===== src/rtl/pctl_pkg.sv =====
package pctl_pkg;
  localparam int OPW = 3;

  typedef enum logic [OPW-1:0] {
    OP_NOP   = 3'b000,
    OP_MOVE  = 3'b001,
    OP_ADD   = 3'b010,
    OP_SUB   = 3'b011,
    OP_MULT  = 3'b100,
    OP_LOADI = 3'b101,
    OP_READI = 3'b110,
    OP_CJEQ  = 3'b111
  } op_e;
endpackage


===== src/rtl/pctl_regfile.sv =====
module pctl_regfile #(
  parameter int DW = 16,
  parameter int AW = 3,
  parameter int NRD = 2
) (
  input  logic                clk_i,
  input  logic                rst_ni,
  input  logic                we_i,
  input  logic [AW-1:0]       waddr_i,
  input  logic [DW-1:0]       wdata_i,
  input  logic [NRD*AW-1:0]   raddr_i,
  output logic [NRD*DW-1:0]   rdata_o
);
  localparam int NREG = 1 << AW;

  logic [DW-1:0] regs [NREG];

  for (genvar i = 0; i < NREG; i++) begin : g_reg
    always_ff @(posedge clk_i or negedge rst_ni) begin
      if (!rst_ni)                                   regs[i] <= '0;
      else if (we_i && (waddr_i == AW'(i)))          regs[i] <= wdata_i;
    end
  end

  for (genvar p = 0; p < NRD; p++) begin : g_rd
    assign rdata_o[p*DW +: DW] = regs[raddr_i[p*AW +: AW]];
  end
endmodule


===== src/rtl/pctl_decode.sv =====
module pctl_decode #(
  parameter int AW = 3
) (
  input  pctl_pkg::op_e  op_i,
  input  logic [AW-1:0]  src_a_i,
  input  logic [AW-1:0]  src_b_i,
  input  logic [AW-1:0]  dst_i,
  output logic [AW-1:0]  rd_a_o,
  output logic [AW-1:0]  rd_b_o
);
  // readi reads through operand port a using the destination field
  assign rd_a_o = (op_i == pctl_pkg::OP_READI) ? dst_i : src_a_i;
  assign rd_b_o = src_b_i;
endmodule


===== src/rtl/pctl_exec.sv =====
module pctl_exec #(
  parameter int DW = 16
) (
  input  pctl_pkg::op_e    op_i,
  input  logic [DW-1:0]    a_i,
  input  logic [DW-1:0]    b_i,
  input  logic [DW-1:0]    imm_i,
  output logic             we_o,
  output logic [DW-1:0]    wdata_o,
  output logic             res_upd_o,
  output logic [2*DW-1:0]  res_o,
  output logic             jmp_o
);
  import pctl_pkg::*;
  localparam int RW = 2 * DW;

  logic [RW-1:0] prod;
  logic [DW-1:0] sum, diff;

  assign prod = {{DW{1'b0}}, a_i} * {{DW{1'b0}}, b_i};
  assign sum  = a_i + b_i;
  assign diff = a_i - b_i;

  always_comb begin
    we_o      = 1'b0;
    wdata_o   = a_i;
    res_upd_o = 1'b0;
    res_o     = {{DW{1'b0}}, a_i};
    jmp_o     = 1'b0;
    unique case (op_i)
      OP_MOVE: begin
        we_o = 1'b1; res_upd_o = 1'b1;
      end
      OP_ADD: begin
        we_o = 1'b1; res_upd_o = 1'b1;
        wdata_o = sum; res_o = {{DW{1'b0}}, sum};
      end
      OP_SUB: begin
        we_o = 1'b1; res_upd_o = 1'b1;
        wdata_o = diff; res_o = {{DW{1'b0}}, diff};
      end
      OP_MULT: begin
        we_o = 1'b1; res_upd_o = 1'b1;
        wdata_o = prod[DW-1:0]; res_o = prod;
      end
      OP_LOADI: begin
        we_o = 1'b1; wdata_o = imm_i;
      end
      OP_READI: res_upd_o = 1'b1;
      OP_CJEQ:  jmp_o = (a_i == b_i);
      default: ;
    endcase
  end
endmodule


===== src/rtl/pipe_ctl.sv =====
module pipe_ctl #(
  parameter int DW = 16,
  parameter int AW = 3
) (
  input  logic              clk_i,
  input  logic              rst_ni,
  input  logic [2:0]        op_i,
  input  logic [AW-1:0]     src_a_i,
  input  logic [AW-1:0]     src_b_i,
  input  logic [AW-1:0]     dst_i,
  input  logic [DW-1:0]     imm_i,
  output logic              jump_o,
  output logic [2*DW-1:0]   result_o
);
  import pctl_pkg::*;
  localparam int RW  = 2 * DW;
  localparam int NRD = 2;

  // capture stage
  logic          f_vld;
  op_e           f_op;
  logic [AW-1:0] f_sa, f_sb, f_dst;
  logic [DW-1:0] f_imm;

  // decode stage
  logic          d_vld;
  op_e           d_op;
  logic [AW-1:0] d_dst;
  logic [DW-1:0] d_imm;
  logic [NRD*AW-1:0] d_rd;

  // operand stage
  logic          r_vld;
  op_e           r_op;
  logic [AW-1:0] r_dst;
  logic [DW-1:0] r_imm;
  logic [DW-1:0] r_opnd [NRD];

  logic [AW-1:0] dec_ra, dec_rb;
  logic [NRD*DW-1:0] rf_rdata;
  logic [DW-1:0] fwd_val [NRD];

  logic          x_we, x_res_upd, x_jmp;
  logic [DW-1:0] x_wdata;
  logic [RW-1:0] x_res;
  logic          wr_en;

  always_ff @(posedge clk_i or negedge rst_ni) begin
    if (!rst_ni) begin
      f_vld <= 1'b0; f_op <= OP_NOP;
      f_sa <= '0; f_sb <= '0; f_dst <= '0; f_imm <= '0;
    end else begin
      f_vld <= 1'b1; f_op <= op_e'(op_i);
      f_sa <= src_a_i; f_sb <= src_b_i; f_dst <= dst_i; f_imm <= imm_i;
    end
  end

  pctl_decode #(.AW(AW)) u_dec (
    .op_i(f_op), .src_a_i(f_sa), .src_b_i(f_sb), .dst_i(f_dst),
    .rd_a_o(dec_ra), .rd_b_o(dec_rb)
  );

  always_ff @(posedge clk_i or negedge rst_ni) begin
    if (!rst_ni) begin
      d_vld <= 1'b0; d_op <= OP_NOP;
      d_dst <= '0; d_imm <= '0; d_rd <= '0;
    end else begin
      d_vld <= f_vld; d_op <= f_op;
      d_dst <= f_dst; d_imm <= f_imm; d_rd <= {dec_rb, dec_ra};
    end
  end

  pctl_regfile #(.DW(DW), .AW(AW), .NRD(NRD)) u_rf (
    .clk_i(clk_i), .rst_ni(rst_ni),
    .we_i(wr_en), .waddr_i(r_dst), .wdata_i(x_wdata),
    .raddr_i(d_rd), .rdata_o(rf_rdata)
  );

  // bypass the value retiring on this edge into the operand stage
  for (genvar p = 0; p < NRD; p++) begin : g_fwd
    assign fwd_val[p] = (wr_en && (r_dst == d_rd[p*AW +: AW]))
                        ? x_wdata : rf_rdata[p*DW +: DW];
    always_ff @(posedge clk_i or negedge rst_ni) begin
      if (!rst_ni) r_opnd[p] <= '0;
      else         r_opnd[p] <= fwd_val[p];
    end
  end

  always_ff @(posedge clk_i or negedge rst_ni) begin
    if (!rst_ni) begin
      r_vld <= 1'b0; r_op <= OP_NOP; r_dst <= '0; r_imm <= '0;
    end else begin
      r_vld <= d_vld; r_op <= d_op; r_dst <= d_dst; r_imm <= d_imm;
    end
  end

  pctl_exec #(.DW(DW)) u_exec (
    .op_i(r_op), .a_i(r_opnd[0]), .b_i(r_opnd[1]), .imm_i(r_imm),
    .we_o(x_we), .wdata_o(x_wdata),
    .res_upd_o(x_res_upd), .res_o(x_res), .jmp_o(x_jmp)
  );

  assign wr_en = r_vld & x_we;

  always_ff @(posedge clk_i or negedge rst_ni) begin
    if (!rst_ni) begin
      result_o <= '0;
      jump_o   <= 1'b0;
    end else begin
      if (r_vld && x_res_upd) result_o <= x_res;
      jump_o <= r_vld & x_jmp;
    end
  end
endmodule


===== config.mk =====
export PLATFORM = sky130hd
export DESIGN_NAME = pipe_ctl
export DESIGN_NICKNAME = d
export VERILOG_FILES = /design/src/rtl/pctl_pkg.sv /design/src/rtl/pctl_regfile.sv /design/src/rtl/pctl_decode.sv /design/src/rtl/pctl_exec.sv /design/src/rtl/pipe_ctl.sv
export SDC_FILE = /design/constraint.sdc
export NUM_CORES = 1
export LEC_CHECK = 0
export BUFFER_PORTS_ARGS = -buffer_cell sky130_fd_sc_hd__buf_2
export CAP_MARGIN = 20
export CELL_PAD_IN_SITES_DETAIL_PLACEMENT = 0
export CELL_PAD_IN_SITES_GLOBAL_PLACEMENT = 1
export CORE_ASPECT_RATIO = 0.7
export CORE_MARGIN = 5
export CORE_UTILIZATION = 46
export CTS_CLUSTER_DIAMETER = 120
export DETAILED_ROUTE_END_ITERATION = 6
export PLACE_DENSITY_LB_ADDON = 0.12
export RECOVER_POWER = 50
export SETUP_SLACK_MARGIN = 0.5
export SLEW_MARGIN = 20
export SYNTH_ARGS = -nofsm -noshare
export SYNTH_HDL_FRONTEND = slang
export SYNTH_SLANG_ARGS = --single-unit

===== constraint.sdc =====
create_clock -name clk_i -period 5.5 [get_ports clk_i]
set_input_delay 1.1 -clock clk_i [delete_from_list [all_inputs] [get_ports clk_i]]
set_output_delay 1.1 -clock clk_i [all_outputs]
set_load 0.01 [all_outputs]

==> results of run 1 <==
## kinds of logic (layout without fill, tap and decap cells)
family / after synthesis / count (layout)
adder cells (fa/ha/maj): 331 / 331
AND/OR/NAND/NOR: 598 / 598
other: 1 / 1
AO/OA/AOI/OAI: 404 / 405
multiplexers: 110 / 110
XOR/XNOR: 36 / 36
buffers and inverters: 384 / 664
flip-flops: 274 / 274
## flip-flops by register name, summed over array words and instances (netlist names)
| register | cells |
|---|---|
| d_rd | 6 |
| f_op | 3 |
| result_o | 32 |
| d_dst | 3 |
| jump_o | 1 |
| r_imm | 16 |
| f_imm | 16 |
| f_sa | 3 |
| r_opnd | 32 |
| r_op | 3 |
| u_rf.regs | 128 |
| r_vld | 1 |
| f_vld | 1 |
| d_vld | 1 |
| r_dst | 3 |
| f_sb | 3 |
| d_imm | 16 |
| f_dst | 3 |
| d_op | 3 |
## cell usage after synthesis (all sizes together), types with 4 or more instances
library cell / n / area share
nor2: 78 / 0.014
a21boi: 4 / 0.0014
a21o: 26 / 0.0090
and3: 15 / 0.0043
a211o: 4 / 0.0016
or3: 5 / 0.0014
dfrtp: 274 / 0.32
a21oi: 98 / 0.023
mux2: 36 / 0.019
o21ai: 143 / 0.033
a31oi: 25 / 0.0075
o31ai: 6 / 0.0021
nand2b: 9 / 0.0026
xnor2: 16 / 0.0065
xor2: 20 / 0.0081
o211ai: 12 / 0.0044
nor4: 9 / 0.0029
mux4: 64 / 0.067
inv: 267 / 0.046
a211oi: 36 / 0.014
nor2b: 34 / 0.0099
ha: 135 / 0.078
o21bai: 6 / 0.0023
nand3: 9 / 0.0021
clkbuf: 99 / 0.017
nand4: 10 / 0.0029
mux2i: 10 / 0.0046
nand2: 294 / 0.051
buf: 17 / 0.0041
or2: 4 / 0.0012
fa: 196 / 0.18
o21a: 8 / 0.0028
nor3: 18 / 0.0042
and2: 104 / 0.030
## worst reg2reg max path, stage by stage (launching register included)
cell,delay [ns]
dfrtp_2,0.49
and2_1,0.22
fa_1,0.53
inv_1,0.05
fa_1,0.45
fa_1,0.51
inv_1,0.05
fa_1,0.46
fa_1,0.51
inv_1,0.06
fa_1,0.52
inv_2,0.05
ha_4,0.22
nand4_1,0.13
o21ai_2,0.09
a31oi_4,0.20
nand2_1,0.13
xor2_2,0.19
a222oi_1,0.24
buf_4,0.19
a31oi_4,0.10
buf_6,0.17
mux2_2,0.26
## final cells by class
cell class / count / area (um2) / share of cell area
Timing Repair Buffer: 342 / 2770 / 0.103
Multi-Input combinational cell: 1481 / 14300 / 0.534
Tap cell: 612 / 766 / 0.0285
Clock buffer: 34 / 786 / 0.0293
Inverter: 268 / 1010 / 0.0375
Clock inverter: 20 / 288 / 0.0107
Sequential cell: 274 / 6880 / 0.256
## path summary, 6_finish.rpt
kind | endpoint | from | cells after the start
hold / removal | d_imm[0] | f_imm[0] | 0
setup / recovery | u_rf.regs[63] | r_opnd[26] | 22
setup reg to reg | u_rf.regs[63] | r_opnd[26] | 22
max in group asynchronous | d_rd[0] | rst_ni | 2
hold reg to reg | d_imm[0] | f_imm[0] | 0
min in group asynchronous | r_opnd[1] | rst_ni | 1
## through the flow
step / worst slack (ns) / TNS, ns / hold slack (ns) / instance area [um2] / cells
2_1_floorplan: -0.0892 / -0.837 / 0.331 / 21800 / 2138
3_3_place_gp: -0.705 / -32.99 / 0.332 / 24100 / 2911
3_5_place_dp: -0.736 / -36.35 / 0.335 / 24200 / 2911
4_1_cts: -0.394 / -17.57 / 0.347 / 26300 / 3009
5_1_grt: -0.660 / -38.09 / 0.354 / 26800 / 3031
6_report: -0.433 / -20.56 / 0.340 / 26800 / 3031
## layer usage
layer,vias up,global-route usage
met5,-,0
met4,0,0.0388
met3,61,0.0335
met2,488,0.382
met1,8540,0.414
li1,7638,-
## repair_timing
item	in CTS	in global routing
setup buffers	40	21
gates cloned	4	1
resized for setup	209	81
endpoints found under the setup margin	112	120
pin swaps	82	54
==> flow_metrics.env, run 1 <==
export IMPL_area_growth_synth_to_final_pct=24.4
export IMPL_grt_max_degree=106
export IMPL_dieArea_mm2=0.0514
export IMPL_arrival_ns=6.40
export IMPL_fill_cells=4047
export IMPL_num_vias=16700
export IMPL_setup_slack_ns=-0.433
export IMPL_hold_violations=0
export IMPL_hold_buffers=0
export IMPL_synthAdderAreaFrac=0.260
export IMPL_core_area_mm2=0.0464
export IMPL_crit_chain="and2_1, fa_1, inv_1, fa_1, fa_1, inv_1, fa_1, fa_1, inv_1, fa_1, inv_2, ha_4, nand4_1, o21ai_2, a31oi_4, nand2_1, xor2_2, a222oi_1, buf_4, a31oi_4, buf_6, mux2_2"
export IMPL_crit_top_cell="fa_1"
export IMPL_place_congestion=0.880
export IMPL_min_period_ns=5.93
export IMPL_synth_simple_gate_area_frac=0.130
export IMPL_drtAntennaViolNets=0
export IMPL_hold_class="reg2reg"
export IMPL_clock_path_buffers=3
export IMPL_layout_commonest_cell="nand2_1"
export IMPL_drtPass1Iterations=7
export IMPL_final_cell_mix="nand2_1, dfrtp_1, inv_1, buf_4, fa_1"
export IMPL_finClkSkew_ns=0.0153
export IMPL_vias_per_cell=5.52
export IMPL_slowest_stage="fa_1"
export IMPL_synth_top_family_by_area="adder cells"
export IMPL_drive_above_1_share=0.298
export IMPL_worstSetupStartpointType="flip-flop"
export IMPL_worst_pin_slew_ns=2.84
export IMPL_avgSynthCellArea_um2=10.1
export IMPL_m1WireLength_mm=32.5
export IMPL_antenna_found_initial=0
export IMPL_drt_wirelength_per_cell_um=21.8
export IMPL_numClockSinks=274
export IMPL_synth_compound_gate_area_share=0.119
export IMPL_final_util=0.578
export IMPL_synth_xor_area_share=0.0146
export IMPL_synth_edf_count=0
export IMPL_clock_fmax_ghz=0.169
export IMPL_crit_buf_inv=6
export IMPL_grtUsageTotal=0.258
export IMPL_die_height_um=191
export IMPL_endpoint_kind="flip-flop"
export IMPL_htree_levels=1
export IMPL_drtIter0Drc=1370
export IMPL_path_max_fanout=5
export IMPL_hpwlAfterDp_mm=49.4
export IMPL_synth_net_count=2499
export IMPL_yosys_warnings=0
export IMPL_cts_tree="done"
export IMPL_rows=66
export IMPL_slowest_delay_ns=0.53
export IMPL_drt_wl_total_mm=66.2
export IMPL_clkLatencyLatePin_ns=0.59
export IMPL_grt_pass1_vias=17200
export IMPL_synth_seq_cells=274
export IMPL_criticalPathCategory="reg2reg"
export IMPL_setup_violations=79
export IMPL_synth_main_ff_cell="dfrtp_1"
export IMPL_wl_met3_mm=3.86
export IMPL_grt_pass1_wl_mm=102
export IMPL_path_delay_family="adder cells"
export IMPL_cts_root_buffer="clkbuf_16"
export IMPL_ys_seq_area_frac=0.318
export IMPL_initial_core_util=0.465
export IMPL_ioPinCount=63
export IMPL_cap_violations=1
export IMPL_reg2reg_slack_ns=-0.43
export IMPL_min_period_over_period=1.08
export IMPL_num_antenna_cells=0
export IMPL_yosysUniqueCellTypes=78
export IMPL_gr_total_overflow=0
export IMPL_failed_checks="capacitance limit, slew limit, setup timing"
export IMPL_port_buffers=62
export IMPL_outcome="finished, violations left"
export IMPL_die_x_um=269
export IMPL_async_reset_ff_frac=1.00
export IMPL_slew_headroom=-0.891
export IMPL_met2_length_mm=28.8
export IMPL_cts_buffers=30
export IMPL_top_layer="met4"
export IMPL_synth_mux_area_frac=0.0902
export IMPL_rsz0062_at_grt="yes"
export IMPL_slew_violations=106
export IMPL_route_detailed_drc=0
export IMPL_cp_required_ns=5.96
export IMPL_clk_pin_slew_worst_paths_ns=0.07
export IMPL_nNetsFinal=2758
export IMPL_netlist_area_mm2=0.0216
export IMPL_synthCells=2138
Power of run 1 is left out: the tool's default activity adds up to more than one toggle a clock period on the data nets, which glitch-free logic cannot reach.
==> run 2: changes to the inputs <==
--- a/config.mk
+++ b/config.mk
@@ -6,4 +6,5 @@
 export NUM_CORES = 1
 export LEC_CHECK = 0
+export ABC_AREA = 1
 export BUFFER_PORTS_ARGS = -buffer_cell sky130_fd_sc_hd__buf_2
 export CAP_MARGIN = 20
@@ -12,5 +13,5 @@
 export CORE_ASPECT_RATIO = 0.7
 export CORE_MARGIN = 5
-export CORE_UTILIZATION = 46
+export CORE_UTILIZATION = 43
 export CTS_CLUSTER_DIAMETER = 120
 export DETAILED_ROUTE_END_ITERATION = 6
==> constraint.sdc (replaced) <==
create_clock -name clk_i -period 5.5 [get_ports clk_i]
set_input_delay 1.1 -clock clk_i [delete_from_list [all_inputs] [get_ports clk_i]]
set_output_delay 1.1 -clock clk_i [all_outputs]
set_load 0.05 [all_outputs]
==> run 2 against run 1 <==
Effect of this change:
- the flow finishes with violations (capacitance limit, slew limit)
- sequential cell count unchanged
- critical path depth increased by 5
- area after synthesis increased by 6.9%
- hold slack got worse by 0.0013 ns
- register-to-register slack improved by 0.49 ns
- die area increased by 14%
==> flow_metrics.env, run 2 <==
export IMPL_outcome="finished, violations left"
export IMPL_failed_checks="capacitance limit, slew limit"
export IMPL_dieArea_mm2=0.0584
export IMPL_drive_above_1_share=0.212
export IMPL_cts_buffers=30
export IMPL_setup_violations=0
export IMPL_slowest_stage="fa_1"
export IMPL_hpwlAfterDp_mm=60.7
export IMPL_clk_pin_slew_worst_paths_ns=0.07
export IMPL_final_cell_mix="nand2_1, inv_1, dfrtp_1, o21ai_0, buf_4"
export IMPL_regMostFlops="u_rf.regs"
export IMPL_clkLatencyLatePin_ns=0.60
export IMPL_criticalPathCategory="reg2reg"
export IMPL_route_detailed_drc=0
export IMPL_synthCells=3068
export IMPL_avgSynthCellArea_um2=7.52
export IMPL_synth_top_cells_by_count="nand2_1, inv_1, dfrtp_1"
export IMPL_ys_top_cells_by_area="dfrtp_1, fa_1, nand2_1, inv_1, ha_1"
export IMPL_crit_top_cell="fa_1"
export IMPL_drt_wirelength_per_cell_um=20.3
export IMPL_layout_commonest_cell="nand2_1"
export IMPL_die_x_um=287
export IMPL_ys_seq_area_frac=0.297
export IMPL_numClockSinks=274
export IMPL_yosys_warnings=0
export IMPL_finClkSkew_ns=0.0145
export IMPL_grt_max_degree=120
export IMPL_cap_violations=2
export IMPL_drt_wl_total_mm=81.5
export IMPL_synth_seq_cells=274
export IMPL_grtUsageTotal=0.274
export IMPL_port_buffers=62
export IMPL_synth_net_count=3429
export IMPL_synth_most_common_cell="nand2_1"
export IMPL_yosysTopAreaCell="dfrtp_1"
export IMPL_reg_largest_list="u_rf.regs x128, r_opnd x32, result_o x32"
export IMPL_htree_levels=1
export IMPL_slew_violations=224
export IMPL_grt_pass1_wl_mm=124
export IMPL_area_growth_synth_to_final_pct=22.5
export IMPL_min_period_ns=5.44
export IMPL_slowest_delay_ns=0.50
export IMPL_hold_violations=0
export IMPL_synth_top_area_frac=0.297
export IMPL_arrival_ns=5.91
export IMPL_largest_reg_flops=128
export IMPL_cts_tree="done"
export IMPL_num_antenna_cells=0
export IMPL_ioPinCount=63
export IMPL_cts_root_buffer="clkbuf_16"
export IMPL_netlist_area_mm2=0.0231
export IMPL_vias_per_cell=5.23
export IMPL_initial_core_util=0.432
export IMPL_worstSetupStartpointType="flip-flop"
export IMPL_cp_required_ns=5.97
export IMPL_drtPass1Iterations=6
export IMPL_nNetsFinal=3623
export IMPL_synth_edf_count=0
export IMPL_gr_total_overflow=0
export IMPL_setup_tns_ns=0
export IMPL_min_period_over_period=0.989
export IMPL_async_reset_ff_frac=1.00
export IMPL_place_congestion=0.948
export IMPL_drtAntennaViolNets=0
export IMPL_path_max_fanout=5
export IMPL_synth_main_ff_cell="dfrtp_1"
export IMPL_yosysUniqueCellTypes=51
export IMPL_drtIter0Drc=2250
export IMPL_grt_pass1_vias=20500
export IMPL_num_vias=21000
export IMPL_hold_class="reg2reg"
export IMPL_clock_path_buffers=3
export IMPL_rows=71
export IMPL_slew_headroom=-0.991
export IMPL_core_area_mm2=0.0534
export IMPL_worst_pin_slew_ns=2.99
export IMPL_antenna_found_initial=1
export IMPL_clock_fmax_ghz=0.184
export IMPL_die_height_um=204
export IMPL_rsz0062_at_grt="yes"
export IMPL_endpoint_kind="flip-flop"
==> run 2: cell types whose count changed after synthesis, moves of 38 or more <==
| cell | before | now |
|---|---|---|
| nand2_1 | 293 | 924 |
| inv_1 | 263 | 531 |
| o21ai_0 | 101 | 243 |
| and2_1 | 104 | 1 |
| nand3_1 | 9 | 109 |
| nor2_1 | 78 | 174 |
| mux4_2 | 64 | 0 |
| a21oi_1 | 97 | 135 |
==> run 2: logic make-up (layout without fill, tap and decap cells) <==
kind of cell	after synthesis	count (layout)	share of synthesized area
adder cells (fa/ha/maj)	331	331	0.243
AND/OR/NAND/NOR	1281	1285	0.227
multiplexers	3	3	0.00146
other	1	1	0.000163
XOR/XNOR	11	11	0.00418
AO/OA/AOI/OAI	461	461	0.110
buffers and inverters	706	920	0.117
flip-flops	274	274	0.297
==> run 2: layout make-up <==
type | count | area (um2)
fill | 5157 | 25100
multi-input combinational | 2092 | 14800
sequential | 274 | 6880
timing repair buffer | 312 | 2490
inverter | 552 | 2080
tap | 730 | 913
clock buffer | 38 | 831
clock inverter | 18 | 254
==> run 2: worst max-delay path, delay by kind of cell (launching register included) <==
kind / cells / cell delay [ns]
buf+inv: 8 / 0.69
fa+ha+maj: 7 / 3.13
simple gates: 12 / 1.03
flops: 1 / 0.44
==> run 2: layer usage <==
layer | track usage | up-vias | wire [um]
li1 | - | 9844 | -
met1 | 0.447 | 10300 | 40400
met2 | 0.385 | 806 | 33400
met3 | 0.0388 | 91 | 6140
met4 | 0.0529 | 0 | 1530
met5 | 0 | - | 0
==> run 2: path summary, 6_finish.rpt <==
check	from	endpoint	slack (ns)	cells after the start
min in group asynchronous	rst_ni	result_o[22]	1.37	1
max in group asynchronous	rst_ni	d_rd[0]	0.87	2
setup / recovery	r_opnd[2]	r_opnd[31]	0.06	27
hold / removal	f_sb[2]	d_rd[5]	0.34	0
hold reg to reg	f_sb[2]	d_rd[5]	0.34	0
setup reg to reg	r_opnd[2]	r_opnd[31]	0.06	27
==> run 2: stage by stage <==
stage	setup slack [ns]	utilization	hold slack, ns	area (um2)	cells
after floorplan	0.252	-	0.331	23700	3068
after global placement	-0.150	0.481	0.332	25700	3921
after detailed placement	-0.234	0.481	0.335	25700	3921
after CTS	0.0778	0.512	0.343	27400	3997
after global routing	-0.161	0.529	0.351	28300	4016
final	0.0596	0.529	0.339	28300	4016
==> run 2: what timing repair did <==
action / 4_1_cts / 5_1_grt
cloned: 3 / 3
hold buffers: 0 / 0
endpoints found under the setup margin: 114 / 125
pin swaps: 35 / 68
gates resized for setup: 111 / 214
buffers inserted: 17 / 16
Power of run 2 is left out for the same reason.
